===== src/rtl/sdram_dec_pkg.sv =====
package sdram_dec_pkg;
  typedef enum logic [2:0] {
    CMD_NOP   = 3'd0,
    CMD_ACT   = 3'd1,
    CMD_RD    = 3'd2,
    CMD_WR    = 3'd3,
    CMD_PRE   = 3'd4,
    CMD_OTHER = 3'd5
  } cmd_e;
endpackage


===== src/rtl/sdram_pin_decode.sv =====
module sdram_pin_decode
  import sdram_dec_pkg::*;
(
  input  logic cs_ni,
  input  logic ras_ni,
  input  logic cas_ni,
  input  logic we_ni,
  output cmd_e cmd_o
);
  always_comb begin
    if (cs_ni) cmd_o = CMD_NOP;
    else begin
      unique case ({ras_ni, cas_ni, we_ni})
        3'b111:  cmd_o = CMD_NOP;
        3'b011:  cmd_o = CMD_ACT;
        3'b101:  cmd_o = CMD_RD;
        3'b100:  cmd_o = CMD_WR;
        3'b010:  cmd_o = CMD_PRE;
        default: cmd_o = CMD_OTHER;
      endcase
    end
  end
endmodule


===== src/rtl/sdram_bank_state.sv =====
module sdram_bank_state #(
  parameter int TRCD_W = 3,
  parameter int LEN_W  = 4
) (
  input  logic              clk_i,
  input  logic              rst_ni,
  input  logic              act_i,
  input  logic              col_i,
  input  logic              ap_i,
  input  logic [LEN_W-1:0]  close_len_i,
  input  logic              pre_i,
  input  logic [TRCD_W-1:0] trcd_i,
  output logic              open_o,
  output logic              ready_o
);
  localparam logic [TRCD_W-1:0] CNT_MAX = '1;

  logic              open_q, closing_q;
  logic [TRCD_W-1:0] cnt_q;
  logic [LEN_W-1:0]  ap_cnt_q;

  assign open_o  = open_q;
  assign ready_o = open_q && !closing_q && (cnt_q >= trcd_i);

  always_ff @(posedge clk_i or negedge rst_ni) begin
    if (!rst_ni) begin
      open_q    <= 1'b0;
      closing_q <= 1'b0;
      cnt_q     <= '0;
      ap_cnt_q  <= '0;
    end else if (pre_i) begin
      open_q    <= 1'b0;
      closing_q <= 1'b0;
    end else if (act_i) begin
      open_q    <= 1'b1;
      closing_q <= 1'b0;
      cnt_q     <= TRCD_W'(1);
    end else begin
      if (open_q && cnt_q != CNT_MAX) cnt_q <= cnt_q + 1'b1;
      if (col_i && ap_i) begin
        // close so that a command close_len edges later sees the bank closed
        if (close_len_i == LEN_W'(1)) open_q <= 1'b0;
        else begin
          closing_q <= 1'b1;
          ap_cnt_q  <= close_len_i - 1'b1;
        end
      end else if (closing_q) begin
        if (ap_cnt_q == LEN_W'(1)) begin
          open_q    <= 1'b0;
          closing_q <= 1'b0;
        end else ap_cnt_q <= ap_cnt_q - 1'b1;
      end
    end
  end
endmodule


===== src/rtl/sdram_cmd_decoder.sv =====
module sdram_cmd_decoder
  import sdram_dec_pkg::*;
#(
  parameter int NUM_BANKS = 2,
  parameter int ROW_W     = 11,
  parameter int COL_W     = 8,
  parameter int AP_BIT    = 10,
  parameter int TRCD_W    = 3
) (
  input  logic                         clk_i,
  input  logic                         rst_ni,
  input  logic                         cs_ni,
  input  logic                         ras_ni,
  input  logic                         cas_ni,
  input  logic                         we_ni,
  input  logic [ROW_W+$clog2(NUM_BANKS)-1:0] addr_i,
  input  logic [TRCD_W-1:0]            trcd_i,
  input  logic                         cl_i,
  input  logic [1:0]                   bl_i,
  output logic [2:0]                   cmd_o,
  output logic [$clog2(NUM_BANKS)-1:0] bank_o,
  output logic [ROW_W-1:0]             row_col_o,
  output logic                         ap_o,
  output logic                         viol_o
);
  localparam int BANK_W = $clog2(NUM_BANKS);
  localparam int ADDR_W = ROW_W + BANK_W;
  localparam int LEN_W  = 4;

  cmd_e              cmd;
  logic [BANK_W-1:0] bank_sel;
  logic              is_col, ap_req, viol_d;
  logic [LEN_W-1:0]  close_len;
  logic [NUM_BANKS-1:0] open_w, ready_w;
  logic [ROW_W-1:0]  row_col_d;

  sdram_pin_decode u_dec (
    .cs_ni (cs_ni), .ras_ni(ras_ni), .cas_ni(cas_ni), .we_ni(we_ni), .cmd_o(cmd)
  );

  assign bank_sel  = addr_i[ADDR_W-1 -: BANK_W];
  assign is_col    = (cmd == CMD_RD) || (cmd == CMD_WR);
  assign ap_req    = addr_i[AP_BIT];
  assign close_len = (LEN_W'(1) << bl_i)
                   + ((cmd == CMD_RD) ? (cl_i ? LEN_W'(3) : LEN_W'(2)) : LEN_W'(0));

  for (genvar b = 0; b < NUM_BANKS; b++) begin : g_bank
    logic hit;
    assign hit = (bank_sel == BANK_W'(b));
    sdram_bank_state #(.TRCD_W(TRCD_W), .LEN_W(LEN_W)) u_bank (
      .clk_i      (clk_i),
      .rst_ni     (rst_ni),
      .act_i      (cmd == CMD_ACT && hit && !open_w[b]),
      .col_i      (is_col && hit && ready_w[b]),
      .ap_i       (ap_req),
      .close_len_i(close_len),
      .pre_i      (cmd == CMD_PRE && (hit || ap_req)),
      .trcd_i     (trcd_i),
      .open_o     (open_w[b]),
      .ready_o    (ready_w[b])
    );
  end

  assign viol_d = ((cmd == CMD_ACT) && open_w[bank_sel])
               || (is_col && !ready_w[bank_sel]);

  always_comb begin
    row_col_d = '0;
    if (cmd == CMD_ACT) row_col_d = addr_i[ROW_W-1:0];
    else if (is_col)    row_col_d = ROW_W'(addr_i[COL_W-1:0]);
  end

  always_ff @(posedge clk_i or negedge rst_ni) begin
    if (!rst_ni) begin
      cmd_o     <= '0;
      bank_o    <= '0;
      row_col_o <= '0;
      ap_o      <= 1'b0;
      viol_o    <= 1'b0;
    end else begin
      cmd_o     <= cmd;
      bank_o    <= (cmd inside {CMD_ACT, CMD_RD, CMD_WR, CMD_PRE}) ? bank_sel : '0;
      row_col_o <= row_col_d;
      ap_o      <= is_col && ap_req;
      viol_o    <= viol_d;
    end
  end
endmodule


===== config.mk =====
export PLATFORM = sky130hd
export DESIGN_NAME = sdram_cmd_decoder
export DESIGN_NICKNAME = d
export VERILOG_FILES = /design/src/rtl/sdram_dec_pkg.sv /design/src/rtl/sdram_pin_decode.sv /design/src/rtl/sdram_bank_state.sv /design/src/rtl/sdram_cmd_decoder.sv
export SDC_FILE = /design/constraint.sdc
export NUM_CORES = 1
export LEC_CHECK = 0
export ABC_AREA = 1
export BUFFER_PORTS_ARGS = -buffer_cell sky130_fd_sc_hd__buf_2
export CAP_MARGIN = 10
export CORE_ASPECT_RATIO = 0.9
export CORE_MARGIN = 2
export CORE_UTILIZATION = 56
export CTS_CLUSTER_DIAMETER = 40
export DETAILED_ROUTE_END_ITERATION = 10
export PLACE_DENSITY = 0.91
export SETUP_SLACK_MARGIN = 0.4
export SYNTH_ARGS = -nofsm -noshare
export SYNTH_HDL_FRONTEND = slang
export SYNTH_SLANG_ARGS = --single-unit

===== constraint.sdc =====
create_clock -name clk_i -period 2.1 [get_ports clk_i]
set_clock_uncertainty 0.05 [all_clocks]
set_input_delay 0.105 -clock clk_i [delete_from_list [all_inputs] [get_ports clk_i]]
set_output_delay 0.105 -clock clk_i [all_outputs]
set_load 0.01 [all_outputs]

==> run summary, run 1 <==
The non-filler instance count after layout is around 400. The final estimated routing congestion in global placement is between 0.9 and 1. The remaining max-slew budget at the tightest pin came out at between 40% and 50%. The routed wire length per instance came out at around 17 microns. The clock period minus final worst setup slack is around 1900 ps.

After layout, the worst path uses 91.2% of the clock period. Max-cap violations in this run came to 0. The area used by sequential logic in the layout is 877 sq um. The remaining antenna violation count came out at 0. The run finished with clean final reports. The static power due to leakage is 1.71 nW. The instance count of the mapped netlist came out at about 270. The post-placement cell count is roughly 370. The layer with the highest usage is met2.

The floorplan step set the die width to 71.0 microns. The number of ports placed on the die boundary is 41. STA classifies the critical path endpoint as a register. The number of different library cells used by synthesis comes to 32. The post-detailed-routing wire length came out at around 6.7 mm. The worst hold path begins at cas_ni. The critical path is of the primary input to register type. Adding up every negative setup slack in the final design gives 0 ps.

The number of nets handed over by synthesis was about 320. The count of vias placed by the detailed router is 2224. The met3 capacity usage during global routing came out at between 6 and 7%.

Summing all multi-input logic gate instances after layout gives roughly 1300 sq um. The number of hold violations in the final report is 0. Entering global routing, the biggest net connects 36 pins. The area added between synthesis and finish is 34.9%.

TritonCTS built the clock tree. The post-route netlist has between 30% and 40% of its cells at a drive strength greater than 1. The required time reported for the critical path endpoint is ~2200 ps. After synthesis, the cell types taking the most area are dfrtp_1 (39%), nand2_1 (10%), ha_1 (9.4%).

The area enclosed by the die boundary came out at approximately 4600 sq um. The violation count after the first detailed-route iteration is ~190. The netlist area before placement came out at between 2000 and 2500 sq um. After filler insertion, the fill cell instance count of the layout stands at 215. The final setup violation count came out at 0. The peak clock frequency supported by timing is 522 MHz. The global routing usage summed across all routing layers is ~27%. The warning count from the yosys run is 0. The number of pins with negative max-slew slack in the final report came out at 0. In this run the core area contains 21 standard-cell rows. The via count normalized by instance count is 5.62. The post-CTS clock slew at the launch and capture registers of the worst setup and hold paths is 70 ps. The tree is rooted in a clkbuf_8. The initial antenna violation count came to 0. The net count reported at finish is around 390. In this run the deepest clock path goes through 2 buffers. Summing the sequential cell areas from Yosys gives roughly two fifths of the chip area. The first-pass detailed-route iteration total came out at 6.

The DRC violation count after routing came out at 0. Counting flops and latches in the post-synthesis netlist gives 35. In this run the worst path has a maximum fanout of 3. The worst-margin pin slew came out at approximately 780 ps. The cell accounting for the most synthesized area is dfrtp_1. Global routing consumed, on the met2 layer, between 40% and 50% of the routing resources.

The number of sinks on the clock net is 35. Setup repair after global routing could not meet its margin everywhere. The critical path starts at ras_ni. The min-delay analysis places its worst path in the category primary input to register. The clock latency on the worst-skew pair is around 300 ps. The initial utilization of the core area, before any placement, comes to about three fifths. The port buffer count came out at 40.

For this design the ratio of total power to cell area is 955 nW/um^2. The total core area is around 3800 sq um. Of all flip-flops after synthesis, the portion carrying an async set or reset was 100%. At the worst endpoint, the arrival time is about 2000 ps. The average instance in the mapped netlist occupies 8.26 sq um. The number of antenna diodes came out at 0. The vertical die dimension came out at approximately 64 microns. The first global-routing pass estimated around 9.5 mm of wire. The worst-case IR drop observed on VDD is around 0.6 mV. The area share of the leading cell type in the synthesized netlist is 38.7%. The total clock buffers created by CTS came out at 5.

The startpoint of the worst register-to-register path is g_bank[0].u_bank.cnt_q[0]$_DFFE_PN0P_. The number of enable-type register cells in the synthesized netlist is 0. The H-tree depth reported by CTS came out at 2. The leftover overflow at the end of global routing is 0. In the synthesized netlist the dominant register cell turns out to be dfrtp_1. The met1 global-route usage is between 30% and 40%. Detailed placement finished with a half-perimeter wire length of around 3.7 mm. The number of global-route vias before repair is 2051. The worst setup path is launched from a primary input.
==> final cells by class <==
type	instances	share of cell area, %
Multi-Input combinational cell	187	43.6
Sequential cell	35	28.7
Timing Repair Buffer	69	15.4
Inverter	51	6.72
Clock buffer	5	2.25
Tap cell	46	1.88
Clock inverter	3	1.43
==> Yosys cell counts (4+ instances only) <==
library cell	n
xor2_1	4
o21ai_0	11
inv_1	42
nor2_2	4
a21oi_1	4
dfrtp_1	35
inv_2	7
nor2_1	24
nand2_1	62
nand3_1	23
ha_1	17
nand2_4	4
nor2_4	7
==> what timing repair did <==
| item | CTS | global route |
|---|---|---|
| pin swaps | 11 | 8 |
| resized for setup | 15 | 19 |
| setup buffers | 5 | 5 |
| setup endpoints to repair | 12 | 12 |
| hold buffers | 12 | 0 |
| hold endpoints to repair | 46 | 0 |
==> sequential cells by signal, summed over array words and instances (netlist names) <==
register / count
bank_o: 1
g_bank.u_bank.open_o: 2
cmd_o: 3
g_bank.u_bank.ap_cnt_q: 8
ap_o: 1
g_bank.u_bank.closing_q: 2
g_bank.u_bank.cnt_q: 6
row_col_o: 11
viol_o: 1
==> stage by stage <==
step                setup slack (ps)  power, mW  hold slack [ps]  area [sq um]  util (%)
detailed placement              -169       1.99              161          2600      68.2
finish                           184       2.92             86.1          3050      80.2
floorplan                        158       1.73             -241          2300         -
global placement               -80.9       1.92              163          2600      68.2
CTS                              263       2.70             81.8          2940      77.1
global route                     116       3.10             92.1          3050      80.2
==> worst paths after layout <==
check | end | slack (ps) | cells after the start
worst max-delay path | g_bank[1].u_bank.ap_cnt_q[2]$_DFFE_PN0P_ | 180 | 15
worst min-delay path | cmd_o[2]$_DFF_PN0_ | 90 | 3
worst max register to register | g_bank[0].u_bank.ap_cnt_q[0]$_DFFE_PN0P_ | 230 | 13
worst min register to register | g_bank[0].u_bank.ap_cnt_q[3]$_DFFE_PN0P_ | 430 | 2
max in group asynchronous | g_bank[0].u_bank.cnt_q[2]$_DFFE_PN0P_ | 1090 | 2
min in group asynchronous | row_col_o[6]$_DFF_PN0_ | 360 | 2
==> worst max-delay path, stage by stage <==
cell and delay [ps]:
buf_6 100, nand2_4 70, nor2_4 30, and3_4 160, ha_4 160, fa_1 520
inv_2 70, ha_1 190, nand3b_1 160, nand2_1 100, inv_1 60, nand2_1 70
nand2_1 80, nand3_1 90, nand2_1 70
==> metal layers <==
metal	part of all wire [%]	vias up
met1	39	1069
met4	3.6	0
met3	6.2	27
li1	-	1012
met5	0	-
met2	51	116
==> logic make-up after synthesis <==
family                   Yosys count  synth area share [%]
AO/OA/AOI/OAI                     24                  6.63
XOR/XNOR                           4                  1.55
adder cells (fa/ha/maj)           18                  10.3
buffers and inverters             52                  9.01
flip-flops                        35                  38.7
AND/OR/NAND/NOR                  141                  33.8
==> power breakdown <==
part / internal, mW / leakage, nW / switching [mW]
sequential: 0.835 / 0.456 / 0.155
clock: 0.353 / 0.0581 / 0.265
combinational: 0.530 / 1.20 / 0.777
==> placed cells by master, fill, tap and decap left out, types with 4 or more instances in the layout <==
cell type,instances
inv_1,38
nand2_1,50
dlygate4sd3_1,12
ha_4,5
buf_4,17
nand2_4,6
nand3_2,5
nand2_2,13
ha_1,12
inv_2,10
xor2_1,4
nor2_1,23
o21ai_0,11
clkbuf_8,5
dfrtp_1,34
buf_2,38
nor2_2,5
nor2_4,7
a21oi_1,4
nand3_1,20
Note: power is estimated with default switching activity, not from simulation.
==> inputs of run 2 (changes only) <==
--- a/config.mk
+++ b/config.mk
@@ -14,6 +14,7 @@
 export CTS_CLUSTER_DIAMETER = 40
 export DETAILED_ROUTE_END_ITERATION = 10
 export PLACE_DENSITY = 0.91
+export RECOVER_POWER = 100
 export SETUP_SLACK_MARGIN = 0.4
 export SYNTH_ARGS = -nofsm -noshare
 export SYNTH_HDL_FRONTEND = slang
==> run 2 against run 1 <==
Core utilization shrank 1.6 points. Critical endpoint is now g_bank[0].u_bank.ap_cnt_q[1]$_DFFE_PN0P_. Clock-buffer cell count is the same. Routed wire length shrank 0.42%. Critical path type unchanged.
==> run summary, run 2 (same netlist as run 1, synthesis figures left out) <==
The clock period minus final worst setup slack came out at 1950 ps (+31.2 ps). The worst hold margin is 88.3 ps (+2.24 ps). The post-detailed-routing wire length is 6.67 mm (-0.42%). The maximum net fanout on the critical path came to 5 (+2). Ranked by flip-flop count, first place goes to row_col_o. The overall die width is 71.0 microns (unchanged). The worst setup path is launched from a primary input. The total clock buffers created by CTS is 5 (unchanged). In this run the clock root is driven by a clkbuf_8. The global routing usage summed across all routing layers came out at 27.1% (unchanged). The number of cell rows came to 21 (unchanged).

The library cell used most frequently in the layout, excluding fill and tap cells, is nand2_1. The number of ports placed on the die boundary is 41 (unchanged). The post-CTS clock slew at the launch and capture registers of the worst setup and hold paths came out at 70 ps (about the same). The number of pins with negative max-slew slack in the final report came out at 0 (unchanged).

The required time reported for the critical path endpoint came out at 2230 ps (about the same). The area added between synthesis and finish came out at 32.2%. The final cycle utilization of the critical path is 92.7% (+1.5 points). The number of global-route vias before repair is 2051 (unchanged). The post-place setup slack came out at -169 ps (unchanged).

The first-pass detailed-route iteration total was 5 (-1). The starting density of the core is 59.4% (unchanged). Setup repair after global routing could not meet its margin everywhere.

The largest registers in the layout are row_col_o (11), g_bank.u_bank.ap_cnt_q (8), g_bank.u_bank.cnt_q (6). The post-placement cell count is 366 (unchanged). The non-filler instance count after layout is 396 (unchanged).

The worst-margin pin slew came out at 855 ps (+74.1 ps). The via count normalized by instance count came to 5.63 (+0.18%). The number of antenna diodes is 0 (unchanged). The post-layout worst setup margin is 153 ps (-31.2 ps). The area enclosed by the die boundary came to 4570 sq um (unchanged). The violation count after the first detailed-route iteration is 168 (-11%).

The number of hold violations in the final report came to 0 (unchanged). Leaving out fill and tap cells, the most frequent cells in the layout are nand2_1 (52), inv_1 (40), dfrtp_1 (34), nor2_1 (26), nand3_1 (21). The largest vdd supply drop came out at 0.585 mV (-0.74%). The static power due to leakage is 1.62 nW (-5.2%). The remaining max-slew budget at the tightest pin came out at 43.0% (-4.9 points).

The net count reported at finish is 391 (unchanged). The critical path is of the primary input to register type. The leftover overflow at the end of global routing came out at 0 (unchanged). The number of flip-flops in the largest register came out at 11 (unchanged). The initial antenna violation count is 0 (unchanged).

The final estimated routing congestion in global placement is 0.916 (unchanged). The half-perimeter wire length after detailed placement is 3.72 mm (unchanged). The worst hold path class is primary input to register. The clock latency on the worst-skew pair came out at 300 ps (about the same).

The H-tree depth reported by CTS is 2 (unchanged). The arrival time reported for the critical path endpoint came to 2080 ps (+40 ps). The total core area is 3810 sq um (unchanged). The DRC violation count after routing came out at 0 (unchanged).

The peak clock frequency supported by timing is 514 MHz (-1.6%). The first-pass GRT wire length came out at 9.54 mm (unchanged). The vertical die dimension is 64.3 microns (unchanged). The post-layout total power came out at 2.89 mW (-1.0%).

The layout cell share with drive strength beyond 1 came to 29.1% (-7.7 points). The internal reg-to-reg setup slack is 230 ps (about the same). The final core utilization was 78.5% (-1.6 points). The count of vias placed by the detailed router came out at 2228 (+0.18%). The power per cell area came out at 965 nW/um^2 (+1.1%). The remaining antenna violation count is 0 (unchanged). The number of max-cap violations came to 0 (unchanged). The routed wire length per instance is 16.8 microns (-0.42%).

The run finished with clean final reports. The number of sinks on the clock net came out at 35 (unchanged). The port buffer count came out at 40 (unchanged).

The maximum number of buffers from clock root to sink is 2 (unchanged). The pin count of the biggest net entering global routing is 36 (unchanged). The final setup violation count is 0 (unchanged). The kind of capture point of the worst setup path is a register.

TritonCTS built the clock tree.
==> run 2: cell count changes in the layout (fill, tap and decap cells not counted), sizes merged <==
cell,delta
clkbuf,+22
buf,-22
==> run 2: path summary, 6_finish.rpt <==
path                                                           from                                        to  cells after the start
max                                                          ras_ni  g_bank[0].u_bank.ap_cnt_q[1]$_DFFE_PN0P_                     14
min                                                          cas_ni                        cmd_o[2]$_DFF_PN0_                      3
max reg2reg                   g_bank[0].u_bank.cnt_q[0]$_DFFE_PN0P_       g_bank[0].u_bank.open_o$_DFFE_PN0P_                     13
min reg2reg                g_bank[1].u_bank.ap_cnt_q[3]$_DFFE_PN0P_  g_bank[1].u_bank.ap_cnt_q[3]$_DFFE_PN0P_                      2
max in group asynchronous                                    rst_ni     g_bank[0].u_bank.cnt_q[2]$_DFFE_PN0P_                      2
min in group asynchronous                                    rst_ni                    row_col_o[6]$_DFF_PN0_                      2
==> run 2: metal layers <==
metal	wire length [microns]	part of all wire (%)	vias up	track usage, %
li1	-	-	1012	-
met1	2570	39	1063	31.5
met2	3420	51	125	48.6
met3	405	6.1	28	6.31
met4	272	4.1	0	9.91
met5	0	0	-	0
==> run 2: what timing repair did <==
action	CTS	global route
pin swaps	11	8
setup endpoints to repair	12	12
resized for setup	15	19
hold endpoints to repair	46	0
buffers inserted	5	5
hold buffers	12	0
==> run 2: metrics by stage <==
step                      setup TNS [ps]  instance area (sq um)
after CTS                              0                   2940
after detailed placement           -1340                   2600
after floorplan                        0                   2300
after global routing                   0                   2990
final                                  0                   2990
after global placement              -494                   2600
==> run 2: worst max-delay path, stage by stage <==
cell and delay [ps]:
buf_6 100, nand2_4 70, nor2_4 30, and3_4 150, ha_4 160, fa_1 510, inv_1 100, ha_4 160
nand4_1 100, inv_1 110, o21ai_4 240, nand2_4 110, nand2_1 70, nand2_1 50
==> run 2: where the power goes <==
part           total (mW)  internal (mW)  switching [mW]  leakage [nW]
clock network       0.612          0.353           0.259        0.0581
logic                1.29          0.519           0.766          1.11
registers           0.989          0.835           0.154         0.456
total                2.89           1.71            1.18          1.62
==> run 2: cell type report <==
cell class	count	area [sq um]
multi-input combinational	187	1300
tap	46	57.6
inverter	51	205
clock buffer	5	68.8
clock inverter	3	43.8
fill	239	818
sequential	35	877
timing repair buffer	69	443
